[src/rtl/fom_pkg.sv]
// Shared types and helpers for the fault outcome monitor.
// Assumes class codes are fixed: trap bit i maps to class i+2.
package fom_pkg;
    localparam int TRAP_N  = 5;
    localparam int NUM_CLS = 8;
    localparam int CLS_W   = $clog2(NUM_CLS);

    typedef enum logic [CLS_W-1:0] {
        CLS_MASKED  = 3'd0,
        CLS_SILENT  = 3'd1,
        CLS_STORE   = 3'd2,
        CLS_DACCESS = 3'd3,
        CLS_ALIGN   = 3'd4,
        CLS_ILLEGAL = 3'd5,
        CLS_IACCESS = 3'd6,
        CLS_STOPPED = 3'd7
    } outcome_e;

    // Highest set trap bit wins; returns its class code.
    function automatic logic [CLS_W-1:0] trap_to_cls(input logic [TRAP_N-1:0] v);
        logic [CLS_W-1:0] c;
        c = CLS_STORE;
        for (int i = 0; i < TRAP_N; i++) begin
            if (v[i]) c = CLS_W'(i + 2);
        end
        return c;
    endfunction
endpackage

[src/rtl/fom_watchdog.sv]
// Run watchdog: counts cycles of an open run and flags expiry when the
// count reaches the programmed limit. Assumes limit is held stable
// while a run is open.
module fom_watchdog #(
    parameter int WD_W = 16
) (
    input  logic            clk,
    input  logic            rst_n,
    input  logic            start,
    input  logic            active,
    input  logic [WD_W-1:0] limit,
    output logic            expired
);
    localparam logic [WD_W-1:0] WD_MAX = '1;

    logic [WD_W-1:0] cnt;

    // Cycle counter: cleared on accepted start, advances while open.
    always_ff @(posedge clk) begin
        if (!rst_n)                        cnt <= '0;
        else if (start)                    cnt <= '0;
        else if (active && cnt != WD_MAX)  cnt <= cnt + 1'b1;
    end

    // Expiry flag for the current cycle.
    always_comb expired = active && (cnt == limit);

    // an open run never sees its count pass the limit.
    p_wd_bound_r8: assert property (@(posedge clk) disable iff (!rst_n)
        active |-> (cnt <= limit));
endmodule

[src/rtl/fom_event_latch.sv]
// First-event latch: resolves same-cycle events by fixed priority and
// keeps the first resolved event for the rest of the run.
// Assumes inputs are already gated to the open-run window.
module fom_event_latch
    import fom_pkg::*;
(
    input  logic              clk,
    input  logic              rst_n,
    input  logic              clear,
    input  logic [TRAP_N-1:0] traps,
    input  logic              stop_evt,
    output logic              now_hit,
    output logic [CLS_W-1:0]  now_cls,
    output logic              have_evt,
    output logic [CLS_W-1:0]  evt_cls
);
    // Same-cycle priority: stopped above every trap, traps top-down.
    always_comb begin
        now_hit = stop_evt || (|traps);
        now_cls = stop_evt ? CLS_STOPPED : trap_to_cls(traps);
    end

    // Capture the first event of the run and hold it.
    always_ff @(posedge clk) begin
        if (!rst_n) begin
            have_evt <= 1'b0;
            evt_cls  <= CLS_MASKED;
        end else if (clear) begin
            have_evt <= 1'b0;
        end else if (!have_evt && now_hit) begin
            have_evt <= 1'b1;
            evt_cls  <= now_cls;
        end
    end

    // once captured, the first event is frozen until the next run.
    p_first_holds_r5: assert property (@(posedge clk) disable iff (!rst_n)
        (have_evt && !clear) |=> (have_evt && $stable(evt_cls)));
endmodule

[src/rtl/fom_counter_bank.sv]
// Per-class saturating outcome counters with a global clear and a
// single read port selected by class code.
module fom_counter_bank
    import fom_pkg::*;
#(
    parameter int CNT_W = 32
) (
    input  logic             clk,
    input  logic             rst_n,
    input  logic             clr,
    input  logic             inc,
    input  logic [CLS_W-1:0] inc_cls,
    input  logic [CLS_W-1:0] rd_sel,
    output logic [CNT_W-1:0] rd_data
);
    localparam logic [CNT_W-1:0] CNT_MAX = '1;

    logic [CNT_W-1:0] cnt [NUM_CLS];

    for (genvar g = 0; g < NUM_CLS; g++) begin : g_cnt
        // One counter: clear wins, else saturating increment on its class.
        always_ff @(posedge clk) begin
            if (!rst_n || clr)
                cnt[g] <= '0;
            else if (inc && inc_cls == CLS_W'(g) && cnt[g] != CNT_MAX)
                cnt[g] <= cnt[g] + 1'b1;
        end

        // counters only rise, except on clear.
        p_monotonic_r10: assert property (@(posedge clk) disable iff (!rst_n)
            !$past(clr) |-> (cnt[g] >= $past(cnt[g])));
        // saturated counters hold.
        p_no_overflow_r11: assert property (@(posedge clk) disable iff (!rst_n)
            (cnt[g] == CNT_MAX && !clr) |=> (cnt[g] == CNT_MAX));
        // clear empties every counter.
        p_clear_r12: assert property (@(posedge clk) disable iff (!rst_n)
            clr |=> (cnt[g] == '0));
    end

    // Read mux.
    always_comb rd_data = cnt[rd_sel];
endmodule

[src/rtl/fault_outcome_monitor.sv]
// Fault outcome monitor top: opens a run on start, gates events to the
// run window, closes on completion, halt or watchdog expiry, and emits
// one class code per run plus per-class tallies.
// Assumes out_match is valid in the cycle run_done is high.
module fault_outcome_monitor
    import fom_pkg::*;
#(
    parameter int WD_W  = 16,
    parameter int CNT_W = 32
) (
    input  logic             clk,
    input  logic             rst_n,
    input  logic             run_start,
    input  logic             run_done,
    input  logic             out_match,
    input  logic [4:0]       trap_strobe,
    input  logic             halted,
    input  logic [WD_W-1:0]  wd_limit,
    input  logic             cnt_clr,
    input  logic [2:0]       rd_sel,
    output logic [2:0]       cls_out,
    output logic             cls_valid,
    output logic [CNT_W-1:0] rd_count
);
    logic              active;
    logic              start_acc;
    logic              expired;
    logic              stop_now;
    logic [TRAP_N-1:0] trap_now;
    logic              now_hit;
    logic [CLS_W-1:0]  now_cls;
    logic              have_evt;
    logic [CLS_W-1:0]  evt_cls;
    logic              term;
    logic [CLS_W-1:0]  final_cls;
    logic              vld_q;
    logic [CLS_W-1:0]  cls_q;

    // Gate events to the open-run window and decide the closing cycle.
    always_comb begin
        start_acc = run_start && !active;
        trap_now  = active ? trap_strobe : '0;
        stop_now  = active && (halted || expired);
        term      = active && (run_done || stop_now);
    end

    // Outcome resolution: first event, else same-cycle event, else output.
    always_comb begin
        if (have_evt)     final_cls = evt_cls;
        else if (now_hit) final_cls = now_cls;
        else              final_cls = out_match ? CLS_MASKED : CLS_SILENT;
    end

    // Run window flag.
    always_ff @(posedge clk) begin
        if (!rst_n)         active <= 1'b0;
        else if (start_acc) active <= 1'b1;
        else if (term)      active <= 1'b0;
    end

    // Registered result and its one-cycle valid pulse.
    always_ff @(posedge clk) begin
        if (!rst_n) begin
            vld_q <= 1'b0;
            cls_q <= CLS_MASKED;
        end else begin
            vld_q <= term;
            if (term) cls_q <= final_cls;
        end
    end

    fom_watchdog #(.WD_W(WD_W)) i_wdog (
        .clk     (clk),
        .rst_n   (rst_n),
        .start   (start_acc),
        .active  (active),
        .limit   (wd_limit),
        .expired (expired)
    );

    fom_event_latch i_evt (
        .clk      (clk),
        .rst_n    (rst_n),
        .clear    (start_acc),
        .traps    (trap_now),
        .stop_evt (stop_now),
        .now_hit  (now_hit),
        .now_cls  (now_cls),
        .have_evt (have_evt),
        .evt_cls  (evt_cls)
    );

    fom_counter_bank #(.CNT_W(CNT_W)) i_cnt (
        .clk     (clk),
        .rst_n   (rst_n),
        .clr     (cnt_clr),
        .inc     (term),
        .inc_cls (final_cls),
        .rd_sel  (rd_sel),
        .rd_data (rd_count)
    );

    always_comb begin
        cls_out   = cls_q;
        cls_valid = vld_q;
    end

    // the valid pulse lasts one cycle.
    p_single_pulse_r9: assert property (@(posedge clk) disable iff (!rst_n)
        vld_q |=> !vld_q);
    // a result is only presented once its run has closed.
    p_closed_run_r9: assert property (@(posedge clk) disable iff (!rst_n)
        vld_q |-> !active);
    // a halt in an open run always closes it at that edge.
    p_halt_closes_r7: assert property (@(posedge clk) disable iff (!rst_n)
        (active && halted) |=> (vld_q && !active));
endmodule

[config.mk]
export PLATFORM = sky130hd
export DESIGN_NAME = fault_outcome_monitor
export DESIGN_NICKNAME = d
export VERILOG_FILES = /design/src/rtl/fom_pkg.sv /design/src/rtl/fom_watchdog.sv /design/src/rtl/fom_event_latch.sv /design/src/rtl/fom_counter_bank.sv /design/src/rtl/fault_outcome_monitor.sv
export SDC_FILE = /design/constraint.sdc
export NUM_CORES = 1
export LEC_CHECK = 0
export BUFFER_PORTS_ARGS = -buffer_cell sky130_fd_sc_hd__buf_2
export CAP_MARGIN = 20
export CORE_MARGIN = 2
export CORE_UTILIZATION = 43
export DETAILED_ROUTE_END_ITERATION = 12
export GPL_TIMING_DRIVEN = 0
export SKIP_CTS_REPAIR_TIMING = 1
export SLEW_MARGIN = 10
export SYNTH_ARGS = -nofsm -noshare
export SYNTH_HDL_FRONTEND = slang
export SYNTH_SLANG_ARGS = --single-unit
[constraint.sdc]
create_clock -name clk -period 10.4 [get_ports clk]
set_clock_uncertainty 0.05 [all_clocks]
set_input_delay 1.04 -clock clk [delete_from_list [all_inputs] [get_ports clk]]
set_output_delay 1.04 -clock clk [all_outputs]
set_load 0.02 [all_outputs]
Word level (Yosys, flattened, before mapping)
Memory sizes are Yosys's and may differ from the RTL's.
Cells that the tools add are included.
Storage, ports and cells
  bits in registers: 25
  bits in writable memories: 256
  output and inout port bits: 36
  word-level logic and storage cells: 122
  memories: 1
Operators by class
  $add $sub $neg: 9
  equal/unequal tests: 17
  muxes and demuxes: 45
  bitwise operators: 10
  reductions and logical operators: 34
Memories
  i_cnt.cnt: depth 8, bits a word 32, read ports 9, clocked after Yosys merged registers in 0, wr ports 8, line fom_counter_bank.sv:18  | logic [CNT_W-1:0] cnt [NUM_CLS];
Operator list (count)
  $add 32x1->32 const B: 8
  $mux 32: 8
  $ne 32x32->1 const B: 8
  $mux 1: 30
  $logic_and 1x1->1: 22
  $mux 3: 6
  $add 16x1->16 const B: 1
  $eq 16x16->1: 1
  $ne 16x16->1 const B: 1
  $eq 3x3->1 const B: 4
  $or 1x1->1: 8
  $eq 3x2->1 const B: 2
  $mux 5: 1
  $reduce_or 5->1: 1
  $logic_or 1x1->1: 4
  $eq 3x1->1 const B: 1
  $logic_not 1->1: 3
  $logic_not 3->1: 1
  $not 1->1: 2
  $reduce_and 2->1: 1
  $reduce_bool 2->1: 1
  $reduce_or 2->1: 1

Depth between registers and ports, before layout
Gate-level depths: netlist of the first run.
  depth after elaboration: 15
  mapped depth: 10
  mapped depth without buffers: 7

Hierarchy
A second synthesis of the first run with hierarchy kept.
Second synthesis, totals
  cells, all modules: 1588
  area, all modules: 17266.6 µm²
Modules (own cells, without submodules)
  fom_counter_bank: instances 1, cells each 1407, area each 15745.1 µm², seq. area each 7687.4 µm²
  fom_watchdog: instances 1, cells each 121, area each 1021.0 µm², seq. area each 320.3 µm²
  fault_outcome_monitor: instances 1, cells each 37, area each 290.3 µm², seq. area each 100.1 µm²
  fom_event_latch: instances 1, cells each 23, area each 210.2 µm², seq. area each 80.1 µm²

Worst setup path before layout of the first run
No wires, ideal clock.
  kind: input port to flip-flop
  from: input wd_limit[9]
  to: memory i_cnt.cnt[2][0] (enable)
  setup time: 0.511 ns
  data arrival time: 5.985 ns
  slack: 3.854 ns
  stages: 8
  buffers on the path: 2
  cells stage by stage: xnor2_1 nand4_1 or4_1 o2bb2ai_1 o21a_1 buf_2 buf_2 o41ai_1
RTL lines
  from (decl): line fault_outcome_monitor.sv:18  | input logic [WD_W-1:0] wd_limit,
  to (decl): line fom_counter_bank.sv:18

Worst setup path in the final report of the first run
  from: input rd_sel[1]
  to: output rd_count[14]
On the way
  cells in the longest elaborated chain, start to end: 1
Ends and longest elaborated chain
  from (decl): line fault_outcome_monitor.sv:20  | input logic [2:0] rd_sel,
  $mem_v2 8x32
  to (decl): line fault_outcome_monitor.sv:23  | output logic [CNT_W-1:0] rd_count
Every way passes these cells.

==> impl_metrics.env, run 1 <==
export IMPL_instances_no_fill=2252
export IMPL_antenna_found_initial=1
export IMPL_r2r_end="i_cnt.cnt[3][4]$_SDFFCE_PN0P_"
export IMPL_htreeDepth=2
export IMPL_synth_edff_count=256
export IMPL_post_place_cells=2187
export IMPL_die_x_um=205
export IMPL_switching_power_mw=0.782
export IMPL_min_to="cls_out[0]$_SDFFE_PN0P_"
export IMPL_dieHeight_um=205
export IMPL_async_flop_share_pct=0
export IMPL_insertion_delay_ns=0.56
export IMPL_netlist_top_cells_area="edfxtp_1, mux4_2, xor2_1"
export IMPL_slew_violations=0
export IMPL_areaGrowthSynthToFinish_pct=14.2
export IMPL_ant_nets=0
export IMPL_ys_seq_area_share_pct=47.1
export IMPL_drt_pass1_iter_count=5
export IMPL_drc=0
export IMPL_power_leakage_nw=6.24
export IMPL_r2r_setup_slack_ns=6.24
export IMPL_cts_tree="yes"
export IMPL_mappedNetlistArea_um2=17400
export IMPL_synth_seq_cells=281
export IMPL_totalWireLength_mm=53.9
export IMPL_multi_input_area_um2=8850
export IMPL_grt_pass1_wl_mm=81.2
export IMPL_worst_path_largest_cell_delay_ns=0.67
export IMPL_arrival_ns=3.93
export IMPL_numCtsBuffers=36
export IMPL_tns_ns=0
export IMPL_pwr_share_seq_pct=47.2
export IMPL_dieArea_um2=42100
export IMPL_finalHoldViolCount=0
export IMPL_vias_per_cell=6.18
export IMPL_dpl_worst_slack_ns=5.39
export IMPL_avgRoutedWirePerCell_um=23.9
export IMPL_dpl_hpwl_mm=40.9
export IMPL_critPathMaxFanout=10
export IMPL_cap_violations=0
export IMPL_portBuffers=63
export IMPL_antenna_cells=0
export IMPL_p_per_area_nw_per_um2=144
export IMPL_drt_iter0_drc=1570
export IMPL_slew_headroom_pct=25.6
export IMPL_r2r_start="i_wdog.cnt[3]$_SDFFE_PP0P_"
export IMPL_grt_pass1_vias=13100
export IMPL_syn_inst=1578
export IMPL_path_class="input pin to output port"
export IMPL_crit_top_cell="clkbuf_1"
export IMPL_avgSynthCellArea_um2=11.0
export IMPL_ys_types=52
export IMPL_rows=73
export IMPL_ff_latch_area_um2=8190
export IMPL_fin_crit_sh_pct=48.2
export IMPL_ys_flop_type="edfxtp_1"
export IMPL_ys_warn_count=0
export IMPL_start_util_pct=43.7
export IMPL_fin_nets=1740
export IMPL_setup_viol_count_final=0
export IMPL_hp_start="cls_out[0]$_SDFFE_PN0P_"
export IMPL_p_comb_share_pct=10.9
export IMPL_yosysTopAreaCell="edfxtp_1"
export IMPL_hold_slack_ns=0.417
export IMPL_ff2ff_path_depth=8
export IMPL_grt_usage_pct=26.0
export IMPL_worstMarginPinSlew_ns=1.11
export IMPL_fillers=3678
export IMPL_worstPathCellList="clkbuf_1, clkbuf_1, clkbuf_1, mux4_2, mux2_2, buf_2"
export IMPL_core_um2=39800
export IMPL_rsz0062_at_grt="no"
export IMPL_layout_setup_ws_ns=5.38
export IMPL_utilization_pct=49.9
export IMPL_clockBufferDepth=3
export IMPL_vias=13900
export IMPL_worstPathRequired_ns=9.31
export IMPL_worst_setup_path_start_kind="input pin"
export IMPL_power_internal_mw=2.09
export IMPL_grt_overflow=0
export IMPL_grt_max_degree=21
export IMPL_clockRootBuffer="clkbuf_16"
export IMPL_cts_sinks=281
export IMPL_io_pin_count=67
export IMPL_fin_crit_ns=5.02
export IMPL_status="finished, final reports clean"
export IMPL_swShare_pct=27.3
export IMPL_peakVddDrop_mv=0.103
export IMPL_hp_class="flop to flop"
export IMPL_critPathTopFamily="buffers and inverters"
export IMPL_gp_congestion=0.957
export IMPL_holdPathStages=2
export IMPL_fmax_mhz=199
export IMPL_end_kind="output port"
export IMPL_drive_gt1_share_pct=16.0
export IMPL_power_frac_clock_pct=41.9
export IMPL_syn_nets=1618
export IMPL_synth_top_area_share_pct=44.2
export IMPL_clk_pin_slew_ns=0.05
export IMPL_crit_buf_inv=4
export IMPL_crit_path_top_delay_cell="clkbuf_1"
-- metrics by stage --
stage / total power [mW] / area, um^2
final: 2.87 / 19900
after detailed placement: 1.68 / 18800
after global routing: 2.94 / 19900
after CTS: 2.88 / 19900
after global placement: 1.67 / 18400
after floorplan: 1.54 / 17400
-- how the worst max path moves through the flow --
stage	start	slack (ns)	cells past startpoint	end
final	rd_sel[1]	5.38	6	rd_count[14]
after floorplan	wd_limit[9]	3.85	8	i_cnt.cnt[2][0]$_SDFFCE_PN0P_
after global routing	rd_sel[1]	5.20	6	rd_count[14]
after CTS	rd_sel[1]	5.39	6	rd_count[14]
after global placement	wd_limit[9]	1.81	9	i_cnt.cnt[2][11]$_SDFFCE_PN0P_
after detailed placement	rd_sel[0]	5.39	6	rd_count[21]
-- metal layers --
metal,up-vias,part of all wire (%),track usage (%),routed length (um)
met1,6890,43,37.6,23400
met4,0,4.4,11.7,2360
met5,-,0,0,0
met2,637,42,37.8,22900
li1,6292,-,-,-
met3,95,9.8,4.80,5260
-- logic make-up after synthesis --
group	share of synthesized area, %
buffers and inverters	2.71
adders and majority gates	0.648
and+or+nand+nor	23.4
AOI/OAI and AO/OA	2.27
muxes	10.5
DFF	47.1
xor gates and xnor gates	13.4
-- cells in the final DEF (no fill, tap or decap), types with 10 or more instances in the layout --
cell type	Yosys	routed
nand4_1	52	52
and3_1	47	47
nor2_1	90	90
xor2_1	145	145
or3_1	10	10
o21ai_0	15	13
and4_1	31	31
dfxtp_1	25	25
nor3_1	128	127
clkbuf_16	0	37
inv_1	28	28
nand3_1	96	96
nand2_1	110	110
nor3_2	11	12
a21oi_1	13	13
clkbuf_1	66	74
xnor2_1	122	122
edfxtp_1	256	256
buf_2	14	81
mux4_2	64	64
buf_1	10	10
nor4_1	133	130
mux2_2	32	32
-- cell type report --
cell class | instances | area share [%]
Multi-Input combinational cell | 1178 | 44.6
Sequential cell | 281 | 41.2
Clock buffer | 47 | 4.95
Tap cell | 525 | 3.31
Timing Repair Buffer | 84 | 2.97
Buffer | 91 | 1.85
Clock inverter | 18 | 0.598
Inverter | 28 | 0.529
-- sequential cells by signal, summed over array words and instances (netlist names) --
signal and flops:
i_cnt.cnt 256, i_wdog.cnt 16, cls_out 3, i_evt.evt_cls 3
active 1, cls_valid 1, i_evt.have_evt 1
-- cell usage after synthesis, drive strengths merged (17+ instances only) --
master  instances
and3           47
and4           31
buf            25
clkbuf         66
dfxtp          25
edfxtp        256
inv            28
mux2           32
mux4           64
nand2         110
nand3          97
nand4          52
nor2           90
nor3          139
nor4          136
o21ai          17
xnor2         122
xor2          145
-- worst min-delay path: stages, from the launching register on --
cell and delay [ns]:
dfxtp_1 0.30, nand2_1 0.05, o2bb2ai_1 0.06
-- power by group through the flow --
stage	Clock, mW	Combinational [mW]	Sequential [mW]
2_1_floorplan	0	0.194	1.35
3_3_place_gp	0	0.292	1.38
3_5_place_dp	0	0.310	1.37
4_1_cts	1.22	0.311	1.35
5_1_grt	1.25	0.332	1.36
6_report	1.20	0.313	1.35
(Power assumes the default switching activity.)
==> run 2: changes to the inputs <==
==> constraint.sdc (replaced) <==
create_clock -name clk -period 4.25 [get_ports clk]
set_clock_uncertainty 0.05 [all_clocks]
set_input_delay 0.425 -clock clk [delete_from_list [all_inputs] [get_ports clk]]
set_output_delay 0.425 -clock clk [all_outputs]
set_load 0.02 [all_outputs]
==> impl_metrics.env, run 2 (synthesis results as in run 1) <==
export IMPL_status="finished, final reports clean"
export IMPL_finalHoldViolCount=0
export IMPL_critPathTopFamily="compound AO/OA/AOI/OAI gates"
export IMPL_io_pin_count=67
export IMPL_dieHeight_um=205
export IMPL_instances_no_fill=2256
export IMPL_crit_path_top_delay_cell="or4_1"
export IMPL_dpl_worst_slack_ns=0.00207
export IMPL_core_um2=39800
export IMPL_p_per_area_nw_per_um2=348
export IMPL_grt_usage_pct=26.2
export IMPL_power_mw=6.93
export IMPL_vias=14000
export IMPL_final_common_cell="edfxtp_1"
export IMPL_setup_viol_count_final=0
export IMPL_dieArea_um2=42100
export IMPL_vias_per_cell=6.22
export IMPL_rsz0062_at_grt="no"
export IMPL_ff2ff_path_depth=9
export IMPL_worst_path_largest_cell_delay_ns=0.67
export IMPL_fmax_mhz=250
export IMPL_clk_pin_slew_ns=0.05
export IMPL_worstMarginPinSlew_ns=1.09
export IMPL_crit_buf_inv=3
export IMPL_areaGrowthSynthToFinish_pct=14.4
export IMPL_htreeDepth=2
export IMPL_ant_nets=0
export IMPL_worst_setup_path_start_kind="flop"
export IMPL_cap_violations=0
export IMPL_pwr_share_seq_pct=47.7
export IMPL_largest_register_ffs=256
export IMPL_totalWireLength_mm=54.4
export IMPL_worstPathCellList="xnor2_1, nand4_1, or4_1, a21oi_1, o211ai_1, clkbuf_1, o31ai_4, buf_6, buf_8"
export IMPL_worstPathRequired_ns=4.43
export IMPL_insertion_delay_ns=0.55
export IMPL_p_comb_share_pct=11.3
export IMPL_end_kind="flop"
export IMPL_fin_nets=1745
export IMPL_drt_iter0_drc=1704
export IMPL_power_leakage_nw=6.26
export IMPL_gp_congestion=0.928
export IMPL_critPathMaxFanout=13
export IMPL_portBuffers=63
export IMPL_grt_pass1_vias=13000
export IMPL_peakVddDrop_mv=0.226
export IMPL_worstSetupPathDepth=9
export IMPL_fin_area_um2=19900
export IMPL_top_register="i_cnt.cnt"
export IMPL_drive_gt1_share_pct=16.3
export IMPL_rows=73
export IMPL_hold_slack_ns=0.116
export IMPL_arrival_ns=4.18
export IMPL_cts_sinks=281
export IMPL_numCtsBuffers=34
export IMPL_avgRoutedWirePerCell_um=24.1
export IMPL_holdPathStages=3
export IMPL_clockBufferDepth=3
export IMPL_power_internal_mw=5.04
export IMPL_slew_headroom_pct=26.6
export IMPL_grt_max_degree=24
export IMPL_grt_pass1_wl_mm=82.1
export IMPL_swShare_pct=27.2
export IMPL_antenna_found_initial=1
export IMPL_post_place_cells=2186
export IMPL_drt_pass1_iter_count=7
export IMPL_power_frac_clock_pct=41.0
export IMPL_fin_crit_sh_pct=94.0
export IMPL_fillers=3664
export IMPL_switching_power_mw=1.88
export IMPL_grt_overflow=0
export IMPL_die_x_um=205
export IMPL_fin_crit_ns=3.99
export IMPL_hp_class="input pin to flop"
export IMPL_biggestRegsByFlops="i_cnt.cnt: 256 flops, i_wdog.cnt: 16 flops"
export IMPL_cts_tree="yes"
export IMPL_layout_common_cells="edfxtp_1, xor2_1, nor4_1"
export IMPL_layout_setup_ws_ns=0.256
export IMPL_path_class="flop to flop"
export IMPL_drc=0
export IMPL_dpl_instance_area_um2=18700
export IMPL_antenna_cells=0
export IMPL_slew_violations=0
export IMPL_dpl_hpwl_mm=41.0
export IMPL_start_util_pct=43.7
export IMPL_clockRootBuffer="clkbuf_16"
-- run 2: cell types whose count changed in the layout (fill, tap and decap cells not counted), sizes merged --
cell	before	now
inv	31	28
buf	108	113
bufinv	1	0
clkinvlp	0	2
clkdlybuf4s15	0	2
clkinv	14	13
-- run 2: per-stage QoR --
step / TNS (ns) / utilization, %
6_report: 0 / 49.9
3_5_place_dp: 0 / 47.0
5_1_grt: 0 / 49.9
2_1_floorplan: -83.13 / -
4_1_cts: 0 / 49.7
3_3_place_gp: -490.36 / 46.2
-- run 2: power groups by stage --
stage	Combinational (mW)	Clock (mW)	Sequential [mW]
after floorplan	0.477	0	3.29
after global placement	0.720	0	3.36
after detailed placement	0.764	0	3.35
after CTS	0.768	2.87	3.30
after global routing	0.830	2.96	3.32
final	0.781	2.84	3.30
-- run 2: worst paths after layout --
path | from | slack (ns) | endpoint
setup / recovery | i_wdog.cnt[3]$_SDFFE_PP0P_ | 0.26 | i_cnt.cnt[1][17]$_SDFFCE_PN0P_
hold / removal | run_start | 0.12 | active$_SDFFE_PN0P_
setup reg to reg | i_wdog.cnt[3]$_SDFFE_PP0P_ | 0.26 | i_cnt.cnt[1][17]$_SDFFCE_PN0P_
hold reg to reg | cls_out[0]$_SDFFE_PN0P_ | 0.41 | cls_out[0]$_SDFFE_PN0P_
-- run 2: tightest hold or removal path, delay by kind of cell --
kind                   cells  cell delay (ns)
buffers and inverters      1             0.10
and+or+nand+nor            1             0.08
AOI/OAI and AO/OA          1             0.06
-- run 2: layer usage --
layer | up-vias | global-route usage (%) | wire length, um
met5 | - | 0 | 0
met4 | 0 | 11.9 | 2530
met3 | 113 | 4.04 | 4740
met2 | 653 | 38.4 | 23600
met1 | 6954 | 38.1 | 23600
li1 | 6304 | - | -
-- run 2: layout make-up --
class / instances / area (um^2) / area share, %
plain buffers: 91 / 374 / 1.88
flip-flops and latches: 281 / 8190 / 41.2
clock inverters: 15 / 71.3 / 0.359
repair buffers: 91 / 642 / 3.23
well taps: 525 / 657 / 3.30
inverters: 28 / 105 / 0.528
multi-input cells: 1178 / 8860 / 44.5
clock buffers: 47 / 993 / 4.99
==> run 3: changes to the inputs <==
--- a/config.mk
+++ b/config.mk
@@ -15,4 +15,5 @@
 export SLEW_MARGIN = 10
 export SYNTH_ARGS = -nofsm -noshare
 export SYNTH_HDL_FRONTEND = slang
+export SYNTH_HIERARCHICAL = 1
 export SYNTH_SLANG_ARGS = --single-unit
==> impl_metrics.env, run 3 <==
export IMPL_status="finished, final reports clean"
export IMPL_synthTopCellsByCount="nor2_1, edfxtp_1, xor2_1, nand3_1, nand4_1"
export IMPL_cts_sinks=281
export IMPL_p_per_area_nw_per_um2=347
export IMPL_core_um2=39600
export IMPL_slew_violations=0
export IMPL_insertion_delay_ns=0.55
export IMPL_areaGrowthSynthToFinish_pct=13.3
export IMPL_dpl_worst_slack_ns=-0.380
export IMPL_ys_flop_type="edfxtp_1"
export IMPL_netlist_top_cells_area="edfxtp_1, mux4_2, xor2_1"
export IMPL_syn_inst=1588
export IMPL_worstPathRequired_ns=4.43
export IMPL_final_common_cell="nor2_1"
export IMPL_avgSynthCellArea_um2=10.9
export IMPL_top_register="i_cnt/cnt"
export IMPL_biggestRegsByFlops="i_cnt/cnt: 256 flops, i_wdog/cnt: 16 flops"
export IMPL_arrival_ns=4.17
export IMPL_mappedNetlistArea_um2=17300
export IMPL_slew_headroom_pct=20.5
export IMPL_fin_crit_ns=3.99
export IMPL_clockBufferDepth=3
export IMPL_clk_pin_slew_ns=0.06
export IMPL_dieArea_um2=41800
export IMPL_rows=73
export IMPL_r2r_setup_slack_ns=0.26
export IMPL_synth_seq_cells=281
export IMPL_htreeDepth=2
export IMPL_rsz0062_at_grt="no"
export IMPL_fmax_mhz=251
export IMPL_peakVddDrop_mv=0.210
export IMPL_critPathMaxFanout=26
export IMPL_fin_nets=1739
export IMPL_path_class="flop to flop"
export IMPL_async_flop_share_pct=0
export IMPL_die_x_um=204
export IMPL_antenna_cells=0
export IMPL_dpl_hpwl_mm=34.3
export IMPL_start_util_pct=43.6
export IMPL_largest_register_ffs=256
export IMPL_grt_pass1_wl_mm=72.2
export IMPL_setup_viol_count_final=0
export IMPL_hp_class="input pin to flop"
export IMPL_portBuffers=63
export IMPL_power_mw=6.78
export IMPL_grt_max_degree=33
export IMPL_ys_seq_area_share_pct=47.4
export IMPL_worstMarginPinSlew_ns=1.19
export IMPL_synth_edff_count=256
export IMPL_drc=0
export IMPL_dieHeight_um=204
export IMPL_grt_overflow=0
export IMPL_grt_pass1_vias=12400
export IMPL_gp_congestion=0.883
export IMPL_worst_setup_path_start_kind="flop"
export IMPL_grt_usage_pct=22.6
export IMPL_yosysTopAreaCell="edfxtp_1"
export IMPL_totalWireLength_mm=46.4
export IMPL_yosysMostFrequentCell="nor2_1"
export IMPL_syn_nets=1628
export IMPL_vias_per_cell=5.79
export IMPL_drive_gt1_share_pct=17.4
export IMPL_cap_violations=0
export IMPL_io_pin_count=67
export IMPL_numCtsBuffers=34
export IMPL_ys_warn_count=6
export IMPL_ant_nets=0
export IMPL_cts_tree="yes"
export IMPL_antenna_found_initial=0
export IMPL_drt_pass1_iter_count=7
export IMPL_layout_common_cells="nor2_1, edfxtp_1, xor2_1"
export IMPL_finalHoldViolCount=0
export IMPL_avgRoutedWirePerCell_um=20.7
export IMPL_power_leakage_nw=6.49
export IMPL_clockRootBuffer="clkbuf_16"
export IMPL_vias=13000
export IMPL_synth_top_area_share_pct=44.5
export IMPL_fillers=3627
export IMPL_fin_crit_sh_pct=93.8
export IMPL_ys_types=61
export IMPL_drt_iter0_drc=1198
export IMPL_layout_setup_ws_ns=0.263
export IMPL_end_kind="flop"
==> run 3: routing by layer <==
layer	part of all wire, %	global-route usage, %	vias to the layer above
met4	1.9	6.21	0
met3	6.6	3.08	53
met2	45	34.8	429
met1	46	33.3	6416
met5	0	0	-
li1	-	-	6107
==> run 3: worst max-delay path: stages, from the launching register on <==
cell      delay (ns)
dfxtp_1         0.45
xor2_1          0.20
nor4_1          0.07
nand4_1         0.13
nor4_4          0.07
nor2_1          0.10
nor2_1          0.08
or4_4           0.50
or3_4           0.37
nor2_1          0.12
a211oi_1        0.07
nor2b_2         0.35
nor2b_1         0.35
nand2_1         0.16
o21ai_4         0.32
buf_12          0.24
==> run 3: layout make-up <==
class / count / area, um^2 / area share [%]
clock buffers: 40 / 895 / 4.57
multi-input cells: 1218 / 8730 / 44.6
clock inverters: 18 / 160 / 0.819
repair buffers: 75 / 485 / 2.48
plain buffers: 59 / 334 / 1.71
inverters: 30 / 113 / 0.576
well taps: 525 / 657 / 3.36
flip-flops and latches: 281 / 8190 / 41.9
==> run 3: cells by family (layout without fill, tap and decap cells) <==
kind of cell,Yosys count,count (layout),synth area share (%)
DFF,281,281,47.4
xor gates and xnor gates,247,247,12.5
adders and majority gates,9,9,0.652
buffers and inverters,89,222,2.58
AOI/OAI and AO/OA,79,79,2.93
muxes,97,97,10.5
and+or+nand+nor,786,786,23.4
==> run 3: worst paths after layout <==
kind,startpoint,endpoint,depth (start not counted)
worst max-delay path,i_wdog/cnt[6]$_SDFFE_PP0P_,i_cnt/cnt[1][25]$_SDFFCE_PN0P_,15
worst min-delay path,rst_n,i_evt/evt_cls[1]$_SDFFE_PN0P_,2
worst max register to register,i_wdog/cnt[6]$_SDFFE_PP0P_,i_cnt/cnt[1][25]$_SDFFCE_PN0P_,15
worst min register to register,i_evt/evt_cls[0]$_SDFFE_PN0P_,i_evt/evt_cls[0]$_SDFFE_PN0P_,2
==> run 3: report_power, final <==
group          leakage, nW  switching (mW)  internal [mW]
clock network        0.516            1.18           1.68
registers             3.06           0.183           3.14
logic                 2.92           0.332          0.267
total                 6.49            1.69           5.09
==> run 3: metrics by stage <==
| stage | TNS [ns] | cell area, um^2 | std cells | hold WS [ns] | utilization (%) |
|---|---|---|---|---|---|
| 2_1_floorplan | 0 | 17300 | 1588 | 0.378 | - |
| 3_3_place_gp | -212.86 | 18300 | 2176 | 0.390 | 46.1 |
| 3_5_place_dp | -32.89 | 18400 | 2181 | 0.392 | 46.4 |
| 4_1_cts | -21.63 | 19500 | 2239 | 0.175 | 49.1 |
| 5_1_grt | 0 | 19600 | 2246 | 0.205 | 49.4 |
| 6_report | 0 | 19600 | 2246 | 0.205 | 49.4 |
